File: src/rtl/sdrc_pkg.sv
package sdrc_pkg;

  typedef enum logic [2:0] {
    CMD_NOP,
    CMD_ACT,
    CMD_RD,
    CMD_WR,
    CMD_PRE,
    CMD_REF,
    CMD_MRS,
    CMD_BST
  } sdrc_cmd_e;

  localparam int unsigned RULE_CNT  = 10;
  localparam int unsigned RULE_ID_W = $clog2(RULE_CNT + 1);

  // Rule numbers; a lower number wins the encoded report.
  localparam int unsigned RULE_MRD      = 0;
  localparam int unsigned RULE_OPENBUSY = 1;
  localparam int unsigned RULE_APBURST  = 2;
  localparam int unsigned RULE_RP       = 3;
  localparam int unsigned RULE_RRD      = 4;
  localparam int unsigned RULE_RCD      = 5;
  localparam int unsigned RULE_RAS      = 6;
  localparam int unsigned RULE_WR       = 7;
  localparam int unsigned RULE_IDLE     = 8;
  localparam int unsigned RULE_REOPEN   = 9;

endpackage

File: src/rtl/sdrc_gap_timer.sv
module sdrc_gap_timer #(
  parameter int unsigned CNT_W = 4
) (
  input  logic             clk,
  input  logic             rst_n,
  input  logic             adv,
  input  logic             load,
  input  logic [CNT_W-1:0] load_val,
  output logic             busy
);

  logic [CNT_W-1:0] cnt_q;
  logic [CNT_W-1:0] cnt_d;

  always_comb begin
    cnt_d = cnt_q;
    if (adv) begin
      if (load) begin
        cnt_d = load_val;
      end else if (cnt_q != '0) begin
        cnt_d = cnt_q - 1'b1;
      end
    end
  end

  always_ff @(posedge clk or negedge rst_n) begin
    if (!rst_n) begin
      cnt_q <= '0;
    end else begin
      cnt_q <= cnt_d;
    end
  end

  assign busy = (cnt_q != '0);

  // windows: a load opens a window exactly when its value is non-zero
  a_r5_window_load: assert property (@(posedge clk) disable iff (!rst_n)
    (adv && load) |=> (busy == ($past(load_val) != '0)));

  // a frozen window holds its state
  a_r13_window_hold: assert property (@(posedge clk) disable iff (!rst_n)
    (!adv) |=> $stable(busy));

endmodule

File: src/rtl/sdrc_bank.sv
module sdrc_bank
  import sdrc_pkg::*;
#(
  parameter int unsigned CNT_W     = 5,
  parameter int unsigned BURST_LEN = 4,
  parameter int unsigned T_RCD     = 3,
  parameter int unsigned T_RP      = 3,
  parameter int unsigned T_RAS     = 6,
  parameter int unsigned T_WR      = 2
) (
  input  logic      clk,
  input  logic      rst_n,
  input  logic      adv,
  input  logic      hit,
  input  logic      a10,
  input  sdrc_cmd_e cmd,
  output logic      open_o,
  output logic      rcd_busy_o,
  output logic      ras_busy_o,
  output logic      rp_busy_o,
  output logic      wr_busy_o,
  output logic      ap_busy_o
);

  localparam logic [CNT_W-1:0] LD_RCD   = CNT_W'(T_RCD - 1);
  localparam logic [CNT_W-1:0] LD_RAS   = CNT_W'(T_RAS - 1);
  localparam logic [CNT_W-1:0] LD_RP    = CNT_W'(T_RP - 1);
  localparam logic [CNT_W-1:0] LD_RDAP  = CNT_W'(BURST_LEN + T_RP - 1);
  localparam logic [CNT_W-1:0] LD_WRAP  = CNT_W'(BURST_LEN + T_WR + T_RP - 2);
  localparam logic [CNT_W-1:0] LD_WREC  = CNT_W'(BURST_LEN + T_WR - 2);
  localparam logic [CNT_W-1:0] LD_BURST = CNT_W'(BURST_LEN - 1);

  logic open_q;
  logic open_d;
  logic act_ev;
  logic pre_ev;
  logic rdap_ev;
  logic wr_ev;
  logic wrap_ev;
  logic rp_load;
  logic [CNT_W-1:0] rp_val;

  assign act_ev  = hit && (cmd == CMD_ACT);
  assign pre_ev  = (cmd == CMD_PRE) && (hit || a10) && open_q;
  assign rdap_ev = hit && (cmd == CMD_RD) && a10 && open_q;
  assign wr_ev   = hit && (cmd == CMD_WR) && open_q;
  assign wrap_ev = wr_ev && a10;

  always_comb begin
    open_d = open_q;
    if (act_ev) begin
      open_d = 1'b1;
    end else if (pre_ev || rdap_ev || wrap_ev) begin
      open_d = 1'b0;
    end
  end

  always_ff @(posedge clk or negedge rst_n) begin
    if (!rst_n) begin
      open_q <= 1'b0;
    end else begin
      open_q <= open_d;
    end
  end

  assign open_o = open_q;

  always_comb begin
    rp_load = 1'b1;
    rp_val  = LD_RP;
    if (rdap_ev) begin
      rp_val = LD_RDAP;
    end else if (wrap_ev) begin
      rp_val = LD_WRAP;
    end else if (!pre_ev) begin
      rp_load = 1'b0;
    end
  end

  sdrc_gap_timer #(.CNT_W(CNT_W)) u_rcd (
    .clk(clk), .rst_n(rst_n), .adv(adv), .load(act_ev),
    .load_val(LD_RCD), .busy(rcd_busy_o));

  sdrc_gap_timer #(.CNT_W(CNT_W)) u_ras (
    .clk(clk), .rst_n(rst_n), .adv(adv), .load(act_ev),
    .load_val(LD_RAS), .busy(ras_busy_o));

  sdrc_gap_timer #(.CNT_W(CNT_W)) u_rp (
    .clk(clk), .rst_n(rst_n), .adv(adv), .load(rp_load),
    .load_val(rp_val), .busy(rp_busy_o));

  sdrc_gap_timer #(.CNT_W(CNT_W)) u_wrec (
    .clk(clk), .rst_n(rst_n), .adv(adv), .load(wr_ev),
    .load_val(LD_WREC), .busy(wr_busy_o));

  sdrc_gap_timer #(.CNT_W(CNT_W)) u_apb (
    .clk(clk), .rst_n(rst_n), .adv(adv), .load(rdap_ev || wrap_ev),
    .load_val(LD_BURST), .busy(ap_busy_o));

  // an activate leaves the bank open
  a_r10_act_opens: assert property (@(posedge clk) disable iff (!rst_n)
    act_ev |=> open_o);

  // a precharge reaching an open bank closes it
  a_r2_pre_closes: assert property (@(posedge clk) disable iff (!rst_n)
    pre_ev |=> !open_o);

  // after an auto-precharge command the bank is idle and blocked
  a_r5_ap_closes: assert property (@(posedge clk) disable iff (!rst_n)
    (rdap_ev || wrap_ev) |=> (!open_o && rp_busy_o));

endmodule

File: config.mk
export PLATFORM = sky130hd
export DESIGN_NAME = sdrc_bank
export DESIGN_NICKNAME = d
export VERILOG_FILES = /design/src/rtl/sdrc_pkg.sv /design/src/rtl/sdrc_gap_timer.sv /design/src/rtl/sdrc_bank.sv
export SDC_FILE = /design/constraint.sdc
export NUM_CORES = 1
export LEC_CHECK = 0
export CORE_MARGIN = 3
export CORE_UTILIZATION = 62
export DETAILED_ROUTE_END_ITERATION = 6
export PLACE_DENSITY = 0.89
export SLEW_MARGIN = 30
export SYNTH_ARGS = -nofsm -noshare
export SYNTH_HDL_FRONTEND = slang
export SYNTH_HIERARCHICAL = 1
export SYNTH_SLANG_ARGS = --single-unit
export TNS_END_PERCENT = 100
File: constraint.sdc
create_clock -name clk -period 2.1 [get_ports clk]
set_input_delay 0.315 -clock clk [delete_from_list [all_inputs] [get_ports clk]]
set_output_delay 0.315 -clock clk [all_outputs]
set_load 0.01 [all_outputs]
# After elaboration in Yosys (flattened, before gate mapping)
# Index checks and enable logic that the tools add are counted.
# totals
regBits	26
in_bits	8
output_inout_bits	6
elab_cells	61
# op_classes
n_reduce_logical	29
muxes	17
eq_ne	4
add_sub_neg	5
# op_table
operator	count
5-bit two-way mux	10
5-bit nonzero test	5
5-bit by 1-bit subtractor with 5-bit output (second input constant)	5
2-bit nonzero test	6
2-bit AND reduction	5
1-bit logical AND	9
3-bit by 2-bit == test with 1-bit output (second input constant)	2
3-bit two-way mux	2
1-bit two-way mux	5
1-bit logical OR	4
3-bit by 1-bit == test with 1-bit output (second input constant)	1
3-bit == test (second input constant)	1

# Depth between registers and ports, before layout
# depth
ltp_word	8
mapped_depth	7
depth_no_buf	6

# By module
# Netlist, hierarchy kept.
# by_module_without_submodules
module	instances	area_per_inst_um2	seq_area_each_um2	cells_each
sdrc_gap_timer	5	332.8	125.1	34
sdrc_bank	1	147.6	25.0	21

# Worst setup path before layout
# OpenSTA, ideal clock, no wires.
# synth_timing
path_kind	input port to flip-flop
startpoint	input port cmd[2]
endpoint	register u_ras.cnt_q[2]
stages	5
path_buffers	1
setup_time_ps	121
required_ps	1979
arrival_time_ps	1376
slack_ps	603
path_cell_list	nand3b_1 nor2_1 buf_2 o21ai_0 a22o_2
# synth_via
elab_chain_len	4
elab_cells_between_ends	5
classes_between	1 x eq/ne; 1 x mux; 3 x reduce/logical
# synth_lines
element	line_no	source
from (decl)	sdrc_bank.sv:16	input sdrc_cmd_e cmd,
3-bit by 1-bit == test with 1-bit output *	sdrc_bank.sv:43	assign act_ev = hit && (cmd == CMD_ACT);
1-bit logical AND *	sdrc_bank.sv:43	
via act_ev	sdrc_bank.sv:35	logic act_ev;
2-bit nonzero test (no source line)	n/a	
2-bit AND reduction (no source line)	n/a	
to (signal assigned)	sdrc_gap_timer.sv:30	cnt_q <= cnt_d;
to (decl)	sdrc_gap_timer.sv:12	logic [CNT_W-1:0] cnt_q;
# The timed path passes the listed nets; every way through them passes the cells marked *.
# A chain may end at the register's enable or synchronous reset.

# Worst setup path in the final report
# layout_timing
startpoint	register u_rp.cnt_q[0]
endpoint	output port rp_busy_o
# layout_via
elab_chain_len	1
# layout_lines
element	line_no	source
from (decl)	sdrc_gap_timer.sv:12	
from (signal assigned)	sdrc_gap_timer.sv:30	
5-bit nonzero test	sdrc_gap_timer.sv:34	assign busy = (cnt_q != '0);
to (decl)	sdrc_bank.sv:20	output logic rp_busy_o,
# No other way between the ends.

==> flow_metrics.tcl <==
set metrics [dict create \
    die_w_um 60.1 \
    clock_path_buffers 2 \
    wl_um 4090 \
    hold_path_class "input port to async pin" \
    port_buffers 13 \
    synthTopCellsByArea "dfrtp_1, nor4b_4, inv_1" \
    fin_setup_tns_ns 0 \
    cts.htree.levels 1 \
    multi_input_area_um2 1110 \
    syn_area_um2 1810 \
    finalSetupViolations 0 \
    worst_slack_ns 0.0944 \
    ys_ff_latch 26 \
    instances_no_fill 263 \
    fin_crit_ns 2.01 \
    clkTransAtPathRegs_ns 0.14 \
    finalNetCount 247 \
    worstPathArrival_ns 1.69 \
    fill_cells 154 \
    rsz0062_at_grt "true" \
    rr_worst_depth 6 \
    yosys.area.top_type "dfrtp_1" \
    drtIter0Drc 94 \
    critPathKind "register to output pin" \
    wl_per_cell_um 15.5 \
    cap_viol_max_count 0 \
    grt_pass1_wl_um 7180 \
    drc 0 \
    rows 18 \
    synth_cells 191 \
    grt_max_degree 46 \
    syn_avg_cell_area_um2 9.49 \
    critPathRequiredTime_ns 1.78 \
    clock-sinks 26 \
    diodes 0 \
    ant_nets 0 \
    firstDrtPassIters 5 \
    area_growth_pct 21.3 \
    critPathMaxFanout 4 \
    io_pins 14 \
    power.leakage_nw 0.921 \
    yosysWarnings 6 \
    hold_viol_final 0 \
    worstSetupEndpointType "output pin" \
    die_y_um 60.1 \
    dpl_worst_slack_ns -0.0896 \
    area.sequential_um2 651 \
    vias 1592 \
    ys_seq_area_frac 0.359 \
    cts_made_buffers 3 \
    utilization 0.834 \
    place_inst 258 \
    period_share 0.955 \
    antenna_found_initial 0 \
    die_area_um2 3610 \
    gp_congestion 0.891 \
    cellPowerDensity_nw_per_um2 1080 \
    root_buffer "clkbuf_4" \
    fp.coreArea_um2 2640 \
    initial_core_util 0.688 \
    grt_pass1_vias 1623 \
    fmax_ghz 0.499 \
    grt-ovfl-total 0 \
    grt_util_all_layers 0.260 \
    dp_hpwl_um 2850 \
    vias_per_cell 6.05 \
    ir_worst_vdd_mv 0.878 \
    maxSlewViolCount 0 \
    crit_path_start_kind "register" \
    drive_above_1_share 0.193 \
    ys_types 31 \
    status "finished, final reports clean" \
    yosys.area.top_type_share 0.359 \
    cts_tree "done" \
    finClkSkew_ns 0.0107 \
    insertion_delay_ns 0.32 \
]
layer usage:
metal  part of all wire  GRT usage
met3              0.046     0.0389
met4              0.023      0.136
met5                  0          0
met1               0.41      0.321
met2               0.52      0.435
power by group:
part           internal (W)  switching [W]  total [W]  leakage (nW)
Combinational      0.000555       0.000470    0.00102         0.579
Clock              0.000193       0.000148   0.000341        0.0279
Sequential         0.000711       0.000301    0.00101         0.314
layout make-up:
type,instances,area share
timing repair buffer,27,0.116
clock inverter,1,0.0137
multi-input combinational,150,0.503
clock buffer,3,0.0102
inverter,26,0.0444
tap,30,0.0171
sequential,26,0.296
layout by cell type, fill, tap and decap left out, types with 8 or more instances in the layout:
| cell type | Yosys | final |
|---|---|---|
| clkdlybuf4s50_1 | 0 | 8 |
| dfrtp_1 | 26 | 26 |
| nand2b_1 | 11 | 11 |
| o21ai_0 | 15 | 15 |
| buf_4 | 0 | 12 |
| o31ai_1 | 10 | 10 |
| a22oi_1 | 10 | 10 |
| conb_1 | 2 | 23 |
| inv_1 | 26 | 26 |
| nand2_1 | 13 | 13 |
worst max-delay path: stages, from the launching register on:
cell,delay [ns]
dfrtp_1,0.43
inv_1,0.12
ha_2,0.23
nor4b_4,0.22
inv_1,0.09
dlygate4sd2_1,0.29
stage by stage:
step                instance area (um2)  power (W)  hold WS, ns
global route                       2200    0.00256        0.368
global placement                   2140    0.00190        0.533
floorplan                          1890    0.00168       0.0194
CTS                                2190    0.00235        0.341
finish                             2200    0.00238        0.335
detailed placement                 2140    0.00200        0.544
worst paths after layout:
path | startpoint | endpoint | slack, ns
max in group asynchronous | rst_n | u_apb/cnt_q[0] | 1.51
worst min-delay path | rst_n | u_wrec/cnt_q[2] | 0.34
worst max-delay path | u_rp/cnt_q[0] | rp_busy_o | 0.09
min in group clk | u_rp/cnt_q[4] | u_rp/cnt_q[4] | 0.57
worst max register to register | u_apb/cnt_q[0] | u_apb/cnt_q[2] | 0.49
worst min register to register | u_rp/cnt_q[4] | u_rp/cnt_q[4] | 0.57
cell families (layout without fill, tap and decap cells):
family,Yosys count,count (layout),share of synthesized area
AO/OA/AOI/OAI,70,70,0.305
adder cells (fa/ha/maj),5,5,0.0345
buffers and inverters,36,57,0.0780
AND/OR/NAND/NOR,52,52,0.219
other,2,23,0.00415
flip-flops,26,26,0.359
synthesized netlist by cell type:
cell      count
dfrtp_1      26
inv_1        26
o21ai_0      15
nand2_1      13
nand2b_1     11
a22oi_1      10
o31ai_1      10
a22o_1        5
a22o_2        5
a32o_1        5
buf_2         5
clkbuf_1      5
ha_1          5
nor3_1        5
nor3b_1       5
nor4b_4       5
o21ai_1       5
o31ai_2       5
o41ai_1       5
or4_4         5
nor2_1        4
conb_1        2
a211oi_2      1
a21bo_1       1
a31oi_1       1
and3_2        1
nand3_1       1
nand3b_1      1
nor2_2        1
o21a_1        1
o32ai_2       1
flip-flops by register name, summed over array words and instances (netlist names):
register / flops
u_wrec/cnt_q: 5
u_ras/cnt_q: 5
u_apb/cnt_q: 5
open_o: 1
u_rp/cnt_q: 5
u_rcd/cnt_q: 5
what timing repair did:
item / in CTS / in global routing
pin swaps: 0 / 0
setup endpoints to repair: 5 / 2
setup buffers: 0 / 1
hold buffers: 0 / 0
resized for setup: 7 / 1
cloned: 0 / 0
No activity file was read; power rests on OpenSTA's default activity.
